**src/rtl/lpc_pkg.sv**
```systemverilog
package lpc_pkg;

  typedef enum logic [1:0] {
    PS_RUN   = 2'b00,
    PS_SLEEP = 2'b01,
    PS_STBY  = 2'b10
  } pstate_e;

  localparam int CAUSE_W   = 3;
  localparam int CAUSE_PIN = 0;
  localparam int CAUSE_DBG = 1;
  localparam int CAUSE_WDT = 2;

  // watchdog overflow is a reset source only in timer mode with reset-select clear
  function automatic logic wdt_counts(input logic tmode, input logic rsel);
    return tmode & ~rsel;
  endfunction

  // state step without resets applied
  function automatic pstate_e step_state(input pstate_e cur, input logic slp,
                                         input logic deep, input logic wake);
    pstate_e nx;
    nx = cur;
    case (cur)
      PS_RUN:   if (slp && !wake) nx = deep ? PS_STBY : PS_SLEEP;
      PS_SLEEP: if (wake) nx = PS_RUN;
      PS_STBY:  if (wake) nx = PS_RUN;
      default:  nx = PS_RUN;
    endcase
    return nx;
  endfunction

endpackage

```
**src/rtl/lpc_reset_src.sv**
```systemverilog
module lpc_reset_src
  import lpc_pkg::*;
(
  input  logic               clk,
  input  logic               rst_n,
  input  logic               dbg_rst_req,
  input  logic               wdt_ovf,
  input  logic               wdt_tmode,
  input  logic               wdt_rsel,
  input  logic               cause_clr,
  output logic               por_hit,
  output logic               sys_por,
  output logic [CAUSE_W-1:0] rst_cause
);

  logic               wdt_hit;
  logic [CAUSE_W-1:0] cause_set;
  logic [CAUSE_W-1:0] cause_q;

  assign wdt_hit = wdt_ovf & wdt_counts(wdt_tmode, wdt_rsel);
  assign por_hit = dbg_rst_req | wdt_hit;

  always_comb begin
    cause_set            = '0;
    cause_set[CAUSE_DBG] = dbg_rst_req;
    cause_set[CAUSE_WDT] = wdt_hit;
  end

  always_ff @(posedge clk or negedge rst_n) begin
    if (!rst_n) begin
      cause_q            <= '0;
      cause_q[CAUSE_PIN] <= 1'b1;
      sys_por            <= 1'b1;
    end else begin
      cause_q <= (cause_clr ? '0 : cause_q) | cause_set;
      sys_por <= por_hit;
    end
  end

  assign rst_cause = cause_q;

  // the debug request is always recorded
  a_r9_dbg_recorded: assert property (@(posedge clk) disable iff (!rst_n)
    dbg_rst_req |=> rst_cause[CAUSE_DBG]);

  // an unqualified watchdog overflow leaves the cause field and reset alone
  a_r8_wdt_unqualified: assert property (@(posedge clk) disable iff (!rst_n)
    (wdt_ovf && !(wdt_tmode && !wdt_rsel) && !dbg_rst_req && !cause_clr)
      |=> ($stable(rst_cause) && !sys_por));

endmodule

```
**src/rtl/lpc_mode_fsm.sv**
```systemverilog
module lpc_mode_fsm
  import lpc_pkg::*;
(
  input  logic    clk,
  input  logic    rst_n,
  input  logic    sleep_req,
  input  logic    deep_sel,
  input  logic    irq,
  input  logic    man_rst,
  input  logic    por_hit,
  output pstate_e state_q,
  output pstate_e state_nx
);

  always_comb begin
    if (por_hit || man_rst) state_nx = PS_RUN;
    else                    state_nx = step_state(state_q, sleep_req, deep_sel, irq);
  end

  always_ff @(posedge clk or negedge rst_n) begin
    if (!rst_n) state_q <= PS_RUN;
    else        state_q <= state_nx;
  end

  // wake-up in one cycle
  a_r4_wake: assert property (@(posedge clk) disable iff (!rst_n)
    (state_q != PS_RUN && irq) |=> state_q == PS_RUN);

  // pending interrupt blocks the sleep strobe
  a_r5_irq_blocks_sleep: assert property (@(posedge clk) disable iff (!rst_n)
    (state_q == PS_RUN && sleep_req && irq) |=> state_q == PS_RUN);

  // a strobe while asleep does not change the low-power flavour
  a_r5_no_restep: assert property (@(posedge clk) disable iff (!rst_n)
    (state_q == PS_SLEEP && !irq && !man_rst && !por_hit) |=> state_q == PS_SLEEP);

  // power-on reset forces run
  a_r10_por_run: assert property (@(posedge clk) disable iff (!rst_n)
    por_hit |=> state_q == PS_RUN);

endmodule

```
**src/rtl/lpc_clk_gate.sv**
```systemverilog
module lpc_clk_gate
  import lpc_pkg::*;
#(
  parameter int NMOD    = 8,
  parameter int INV_POS = 4
) (
  input  logic            clk,
  input  logic            rst_n,
  input  logic            por_hit,
  input  logic            stop_we,
  input  logic [NMOD-1:0] stop_wdata,
  input  pstate_e         state_q,
  input  pstate_e         state_nx,
  output logic            cpg_en,
  output logic            cpu_clk_en,
  output logic            brk_clk_en,
  output logic [NMOD-1:0] mod_clk_en,
  output logic            mem_self_refresh
);

  localparam logic [NMOD-1:0] RUN_VAL = NMOD'(1) << INV_POS;

  logic [NMOD-1:0] stop_q;
  logic [NMOD-1:0] stop_nx;
  logic [NMOD-1:0] mod_run;
  logic            nx_stby;

  always_comb begin
    if (por_hit)      stop_nx = RUN_VAL;
    else if (stop_we) stop_nx = stop_wdata;
    else              stop_nx = stop_q;
  end

  assign nx_stby = (state_nx == PS_STBY);

  always_ff @(posedge clk or negedge rst_n) begin
    if (!rst_n) stop_q <= RUN_VAL;
    else        stop_q <= stop_nx;
  end

  genvar gi;
  generate
    for (gi = 0; gi < NMOD; gi++) begin : g_mod
      if (gi == INV_POS) begin : g_inv
        assign mod_run[gi] = stop_nx[gi];
      end else begin : g_norm
        assign mod_run[gi] = ~stop_nx[gi];
      end
      always_ff @(posedge clk or negedge rst_n) begin
        if (!rst_n) mod_clk_en[gi] <= 1'b1;
        else        mod_clk_en[gi] <= mod_run[gi] & ~nx_stby;
      end
    end
  endgenerate

  always_ff @(posedge clk or negedge rst_n) begin
    if (!rst_n) begin
      cpg_en           <= 1'b1;
      cpu_clk_en       <= 1'b1;
      brk_clk_en       <= 1'b1;
      mem_self_refresh <= 1'b0;
    end else begin
      cpg_en           <= ~nx_stby;
      cpu_clk_en       <= (state_nx == PS_RUN);
      brk_clk_en       <= (state_nx == PS_RUN);
      mem_self_refresh <= nx_stby;
    end
  end

  // nothing runs in standby
  a_r12_stby_gated: assert property (@(posedge clk) disable iff (!rst_n)
    (state_q == PS_STBY) |-> (mod_clk_en == '0 && !cpg_en && !cpu_clk_en));

  // refresh style follows the state register
  a_r3_refresh: assert property (@(posedge clk) disable iff (!rst_n)
    mem_self_refresh == (state_q == PS_STBY));

  // CPU clock only in run
  a_r1_cpu_run: assert property (@(posedge clk) disable iff (!rst_n)
    cpu_clk_en == (state_q == PS_RUN));

  // after a power-on reset every module runs
  a_r7_por_release: assert property (@(posedge clk) disable iff (!rst_n)
    por_hit |=> mod_clk_en == {NMOD{1'b1}});

endmodule

```
**src/rtl/lpc_ctrl.sv**
```systemverilog
module lpc_ctrl
  import lpc_pkg::*;
#(
  parameter int NMOD    = 8,
  parameter int INV_POS = 4
) (
  input  logic               clk,
  input  logic               rst_n,
  input  logic               sleep_req,
  input  logic               deep_sel,
  input  logic               stop_we,
  input  logic [NMOD-1:0]    stop_wdata,
  input  logic               irq,
  input  logic               man_rst,
  input  logic               dbg_rst_req,
  input  logic               wdt_ovf,
  input  logic               wdt_tmode,
  input  logic               wdt_rsel,
  input  logic               cause_clr,
  output logic [1:0]         pwr_state,
  output logic               cpg_en,
  output logic               cpu_clk_en,
  output logic               brk_clk_en,
  output logic [NMOD-1:0]    mod_clk_en,
  output logic               mem_self_refresh,
  output logic               sys_por,
  output logic [CAUSE_W-1:0] rst_cause
);

  logic    por_hit;
  pstate_e state_q;
  pstate_e state_nx;

  lpc_reset_src u_rsrc (
    .clk         (clk),
    .rst_n       (rst_n),
    .dbg_rst_req (dbg_rst_req),
    .wdt_ovf     (wdt_ovf),
    .wdt_tmode   (wdt_tmode),
    .wdt_rsel    (wdt_rsel),
    .cause_clr   (cause_clr),
    .por_hit     (por_hit),
    .sys_por     (sys_por),
    .rst_cause   (rst_cause)
  );

  lpc_mode_fsm u_fsm (
    .clk       (clk),
    .rst_n     (rst_n),
    .sleep_req (sleep_req),
    .deep_sel  (deep_sel),
    .irq       (irq),
    .man_rst   (man_rst),
    .por_hit   (por_hit),
    .state_q   (state_q),
    .state_nx  (state_nx)
  );

  lpc_clk_gate #(.NMOD(NMOD), .INV_POS(INV_POS)) u_gate (
    .clk              (clk),
    .rst_n            (rst_n),
    .por_hit          (por_hit),
    .stop_we          (stop_we),
    .stop_wdata       (stop_wdata),
    .state_q          (state_q),
    .state_nx         (state_nx),
    .cpg_en           (cpg_en),
    .cpu_clk_en       (cpu_clk_en),
    .brk_clk_en       (brk_clk_en),
    .mod_clk_en       (mod_clk_en),
    .mem_self_refresh (mem_self_refresh)
  );

  assign pwr_state = state_q;

  // a manual reset alone never raises the power-on pulse
  a_r11_man_no_por: assert property (@(posedge clk) disable iff (!rst_n)
    (man_rst && !dbg_rst_req && !wdt_ovf) |=> (!sys_por && pwr_state == 2'b00));

endmodule

```
**config.mk**
```make
export PLATFORM = sky130hd
export DESIGN_NAME = lpc_ctrl
export DESIGN_NICKNAME = d
export VERILOG_FILES = /design/src/rtl/lpc_pkg.sv /design/src/rtl/lpc_reset_src.sv /design/src/rtl/lpc_mode_fsm.sv /design/src/rtl/lpc_clk_gate.sv /design/src/rtl/lpc_ctrl.sv
export SDC_FILE = /design/constraint.sdc
export NUM_CORES = 1
export LEC_CHECK = 0
export ABC_AREA = 1
export CAP_MARGIN = 0
export CELL_PAD_IN_SITES_DETAIL_PLACEMENT = 1
export CELL_PAD_IN_SITES_GLOBAL_PLACEMENT = 1
export CORE_MARGIN = 1
export CORE_UTILIZATION = 34
export DETAILED_ROUTE_END_ITERATION = 8
export PLACE_DENSITY = 0.82
export SYNTH_ARGS = -nofsm -noshare
export SYNTH_HDL_FRONTEND = slang
export SYNTH_SLANG_ARGS = --single-unit
```
**constraint.sdc**
```tcl
create_clock -name clk -period 2.85 [get_ports clk]
set_clock_uncertainty 0.1 [all_clocks]
set_input_delay 0.4275 -clock clk [delete_from_list [all_inputs] [get_ports clk]]
set_output_delay 0.4275 -clock clk [all_outputs]
set_load 0.01 [all_outputs]
```
== Word-level counts from Yosys, hierarchy flattened ==
Cells that the tools add are included.
Storage, ports and cells
  register bits: 25
  input port bits: 20
  output and inout bits: 18
  logic and storage cells: 53
Operators by class
  equality and inequality tests: 3
  muxes and demuxes: 8
  bitwise operators: 21
  reductions and logical operators: 6
Operator list (count)
  $mux 8: 2
  $and 1x1->1: 10
  $not 1->1: 9
  $mux 2: 4
  $eq 2x2->1 const B: 2
  $logic_not 2->1: 2
  $pmux 2 s2: 1
  $mux 3: 1
  $or 3x3->3: 1
  $eq 2x1->1 const B: 1
  $reduce_or 2->1: 1
  $logic_and 1x1->1: 1
  $logic_not 1->1: 1
  $logic_or 1x1->1: 1
  $or 1x1->1: 1

== Longest topological paths before layout ==
  word-level depth: 9
  mapped depth: 9
  depth with buffers taken out: 9

== Hierarchy ==
From an unflattened synthesis, not the netlist that was laid out.
Second synthesis, totals
  cells, all modules: 108
  area, all modules: 1068.5 µm²
By module, submodules not included
  lpc_clk_gate: times used 1, cells each 70, area each 754.5 µm², sequential area each 489.2 µm²
  lpc_mode_fsm: times used 1, cells each 23, area each 163.9 µm², sequential area each 50.0 µm²
  lpc_reset_src: times used 1, cells each 15, area each 150.1 µm², sequential area each 102.6 µm²

== Worst setup path after synthesis ==
OpenSTA, ideal clock, no wires.
  kind: register to register
  start: register u_fsm.state_q[0]
  end: register u_gate.mod_clk_en[0]
  setup time: 0.073 ns
  arrival time: 1.315 ns
  required time: 2.677 ns
  path slack: 1.362 ns
  cell stages (with the launch flop): 9
  path buffers: 0
  period minus slack after synthesis: 1.488 ns
  path through: dfrtp_1 inv_1 ha_1 nand2_1 nor2_4 nor2_4 nand3_4 nand2_1 inv_1
On the way
  cells in the longest elaborated chain, start to end: 7
  elaborated cells between the ends (all ways): 11
  those cells by class: eq/ne: 3; mux: 4; bitwise: 2; reduce/logical: 2
RTL lines
  start, declared: line lpc_mode_fsm.sv:11  | output pstate_e state_q,
  start signal, assigned: line lpc_mode_fsm.sv:22  | else state_q <= state_nx;
  $eq 2x1->1 / $eq 2x2->1 (equally long branches): line lpc_pkg.sv:24  | case (cur)
  $reduce_or 2->1 (no source line)
  $pmux 2 s2 *: line lpc_pkg.sv:24
  $mux 2 *: line lpc_mode_fsm.sv:16  | if (por_hit || man_rst) state_nx = PS_RUN;
  $eq 2x2->1 *: line lpc_clk_gate.sv:34  | assign nx_stby = (state_nx == PS_STBY);
  $not 1->1 *: line lpc_clk_gate.sv:51  | else mod_clk_en[gi] <= mod_run[gi] & ~nx_stby;
  $and 1x1->1 *: line lpc_clk_gate.sv:51
  end signal, assigned by index: line lpc_clk_gate.sv:51
  end, declared: line lpc_clk_gate.sv:17  | output logic [NMOD-1:0] mod_clk_en,
Every way passes the cells marked *; elsewhere a longest branch is shown, timed or not.

== Worst setup path in the final report ==
  start: register u_rsrc.cause_q[0], in the netlist u_rsrc.rst_cause[0]
  end: output rst_cause[0]
RTL lines
  start, declared: line lpc_reset_src.sv:18  | logic [CAUSE_W-1:0] cause_q;
  start signal, assigned: line lpc_reset_src.sv:35  | cause_q <= (cause_clr ? '0 : cause_q) | cause_set;
  end, declared: line lpc_ctrl.sv:27  | output logic [CAUSE_W-1:0] rst_cause
No word-level cell between the ends.

==> flow_metrics.tcl <==
set metrics [dict create \
    drt_iter0_drc 19 \
    yosysUniqueCellTypes 16 \
    synthTopCellsByArea "dfstp_2 (32%), dfrtp_1 (28%), nand2_1 (16%)" \
    post-layout-total-power_w 0.000660 \
    synth-warning-count 0 \
    fin_crit_ps 1920 \
    die-area_um2 3390 \
    place_congestion 0.720 \
    leakage_nw 0.792 \
    initial_core_util_pct 35.5 \
    dr.pass1.iters 4 \
    required_ps 2320 \
    cts_buffers 3 \
    via_count 860 \
    r2r_cells 8 \
    synth-seq-cells 25 \
    hpwl_um 1890 \
    syn_nets 142 \
    std_cell_rows 20 \
    timing.slew.headroom_pct 77.4 \
    startpoint_type "register" \
    antenna_left 0 \
    fin_nets 183 \
    seq_area_frac_synth_pct 59.7 \
    cp.arrival_ps 1390 \
    finalHoldViolCount 0 \
    path_max_fanout 2 \
    design_area_um2 1520 \
    cts_resized 0 \
    setup_viol 0 \
    htreeDepth 1 \
    worstReg2RegStart "u_fsm.state_q[0]" \
    tns_ps 0 \
    rsz0062_at_grt "no" \
    p_per_area_nw_per_um2 433 \
    cts_root_buf "clkbuf_4" \
    endpoint "rst_cause[0]" \
    fmax_mhz 521 \
    synth.top_cell.area_share_pct 31.7 \
    drive_gt1_share_pct 18.8 \
    post_cts_buffers 0 \
    synth.avg_cell_area_um2 8.97 \
    place_ws_ps 1020 \
    die_h_um 58.3 \
    worst_slew_pin_slew_ps 338 \
    core-area_um2 3030 \
    grt_max_degree 26 \
    postSynthCellCount 120 \
    cts_tree "built" \
    viasPerCell 4.22 \
    hold_buffers 0 \
    io_pins 38 \
    placed_area_um2 1500 \
    grt_pass1_wl_um 4140 \
    crit_path_start "u_rsrc.rst_cause[0]" \
    port_buffers 37 \
    cp_slowest_cell "dfstp_2" \
    status "finished clean" \
    finalNonFillerCells 204 \
    dp.cells 200 \
    path_depth 1 \
    remaining_drc_errors 0 \
    final_cell_mix "nand2_1 (47), clkdlybuf4s50_1 (37), inv_1 (22)" \
    hp-class "register to register" \
    n_antenna_cell 0 \
    final_common_cell "nand2_1" \
    grt_antenna_before_repair 0 \
    grt_use_total_pct 16.3 \
    worstSetupPathType "register to output port" \
    fin_ws_ps 931 \
    insertion_delay_ps 310 \
    routedWlPerCell_um 11.5 \
    path_cells "clkdlybuf4s50_1" \
    overflow 0 \
    die_w_um 58.3 \
    slowest_delay_ps 550 \
    cap_violations 0 \
    areaGrowthSynthToFinish_pct 41.5 \
    r2r_slack_ps 1210 \
    drv_slew 0 \
    critPathTopFamily "flip-flops" \
    yosysTopAreaCell "dfstp_2" \
    cp_num_buf_inv 1 \
    cts.path.max_buffers 2 \
    grt_pass1_vias 982 \
    netlist_area_um2 1080 \
    cts_sinks 25 \
    period_share_pct 67.3 \
    irDropWorstVdd_mv 0.254 \
    clk_pin_slew_worst_paths_ps 130 \
    crit-reg2reg-capture "u_gate.mod_clk_en[3]" \
    end_kind "output port" \
    wl_um 2340 \
]
==> report_power, final <==
part           leakage [nW]  switching (W)  internal [W]  total [W]
clock network        0.0150       0.000102     0.0000546   0.000156
registers             0.296     0.00000653      0.000380   0.000387
logic                 0.481      0.0000556     0.0000605   0.000116
==> sequential cells by signal, indices dropped and copies added (netlist names) <==
signal                   cells
u_fsm.state_q                2
u_gate.brk_clk_en            1
u_gate.cpg_en                1
u_gate.mem_self_refresh      1
u_gate.mod_clk_en            8
u_gate.stop_q                8
u_rsrc.rst_cause             3
u_rsrc.sys_por               1
==> stage by stage <==
stage	hold WS [ps]	util [%]
after floorplan	31.9	-
after global placement	327	49.4
after detailed placement	338	49.4
after CTS	355	50.3
after global routing	356	50.3
final	352	50.3
==> cell usage after synthesis, drive strengths merged <==
| cell type | n |
|---|---|
| or2 | 1 |
| dfstp | 13 |
| a21oi | 1 |
| nand3 | 5 |
| dfrtp | 12 |
| nand2 | 47 |
| nor2 | 7 |
| ha | 2 |
| buf | 2 |
| inv | 28 |
| o21ai | 2 |
==> kinds of logic (layout without fill, tap and decap cells) <==
kind of cell,count (synthesis),after routing,synth area share [%]
adders and majority gates,2,2,2.33
DFF,25,25,59.7
and+or+nand+nor,60,60,25.7
buffers and inverters,30,70,10.9
AOI/OAI and AO/OA,3,3,1.39
==> worst min-delay path by stage <==
stage,start,end,slack (ps),cells past startpoint
3_3_place_gp,u_rsrc.rst_cause[0],u_rsrc.rst_cause[0],330,2
4_1_cts,rst_n,u_gate.stop_q[3],360,2
3_5_place_dp,u_rsrc.rst_cause[0],u_rsrc.rst_cause[0],340,2
5_1_grt,rst_n,u_gate.stop_q[1],360,2
2_1_floorplan,rst_n,u_fsm.state_q[0],30,0
6_report,u_rsrc.rst_cause[0],u_rsrc.rst_cause[0],350,2
==> cell type report <==
| type | instances | area [um^2] |
|---|---|---|
| Clock buffer | 4 | 26.3 |
| Sequential cell | 25 | 642 |
| Inverter | 28 | 105 |
| Fill cell | 379 | 1510 |
| Multi-Input combinational cell | 65 | 317 |
| Timing Repair Buffer | 38 | 378 |
| Tap cell | 44 | 55.1 |
==> per-layer routing <==
metal	wire, um	track usage [%]
met2	1270	31.2
met3	88	2.01
met1	967	18.3
met5	0	0
met4	14	6.12
(Power assumes the default switching activity.)
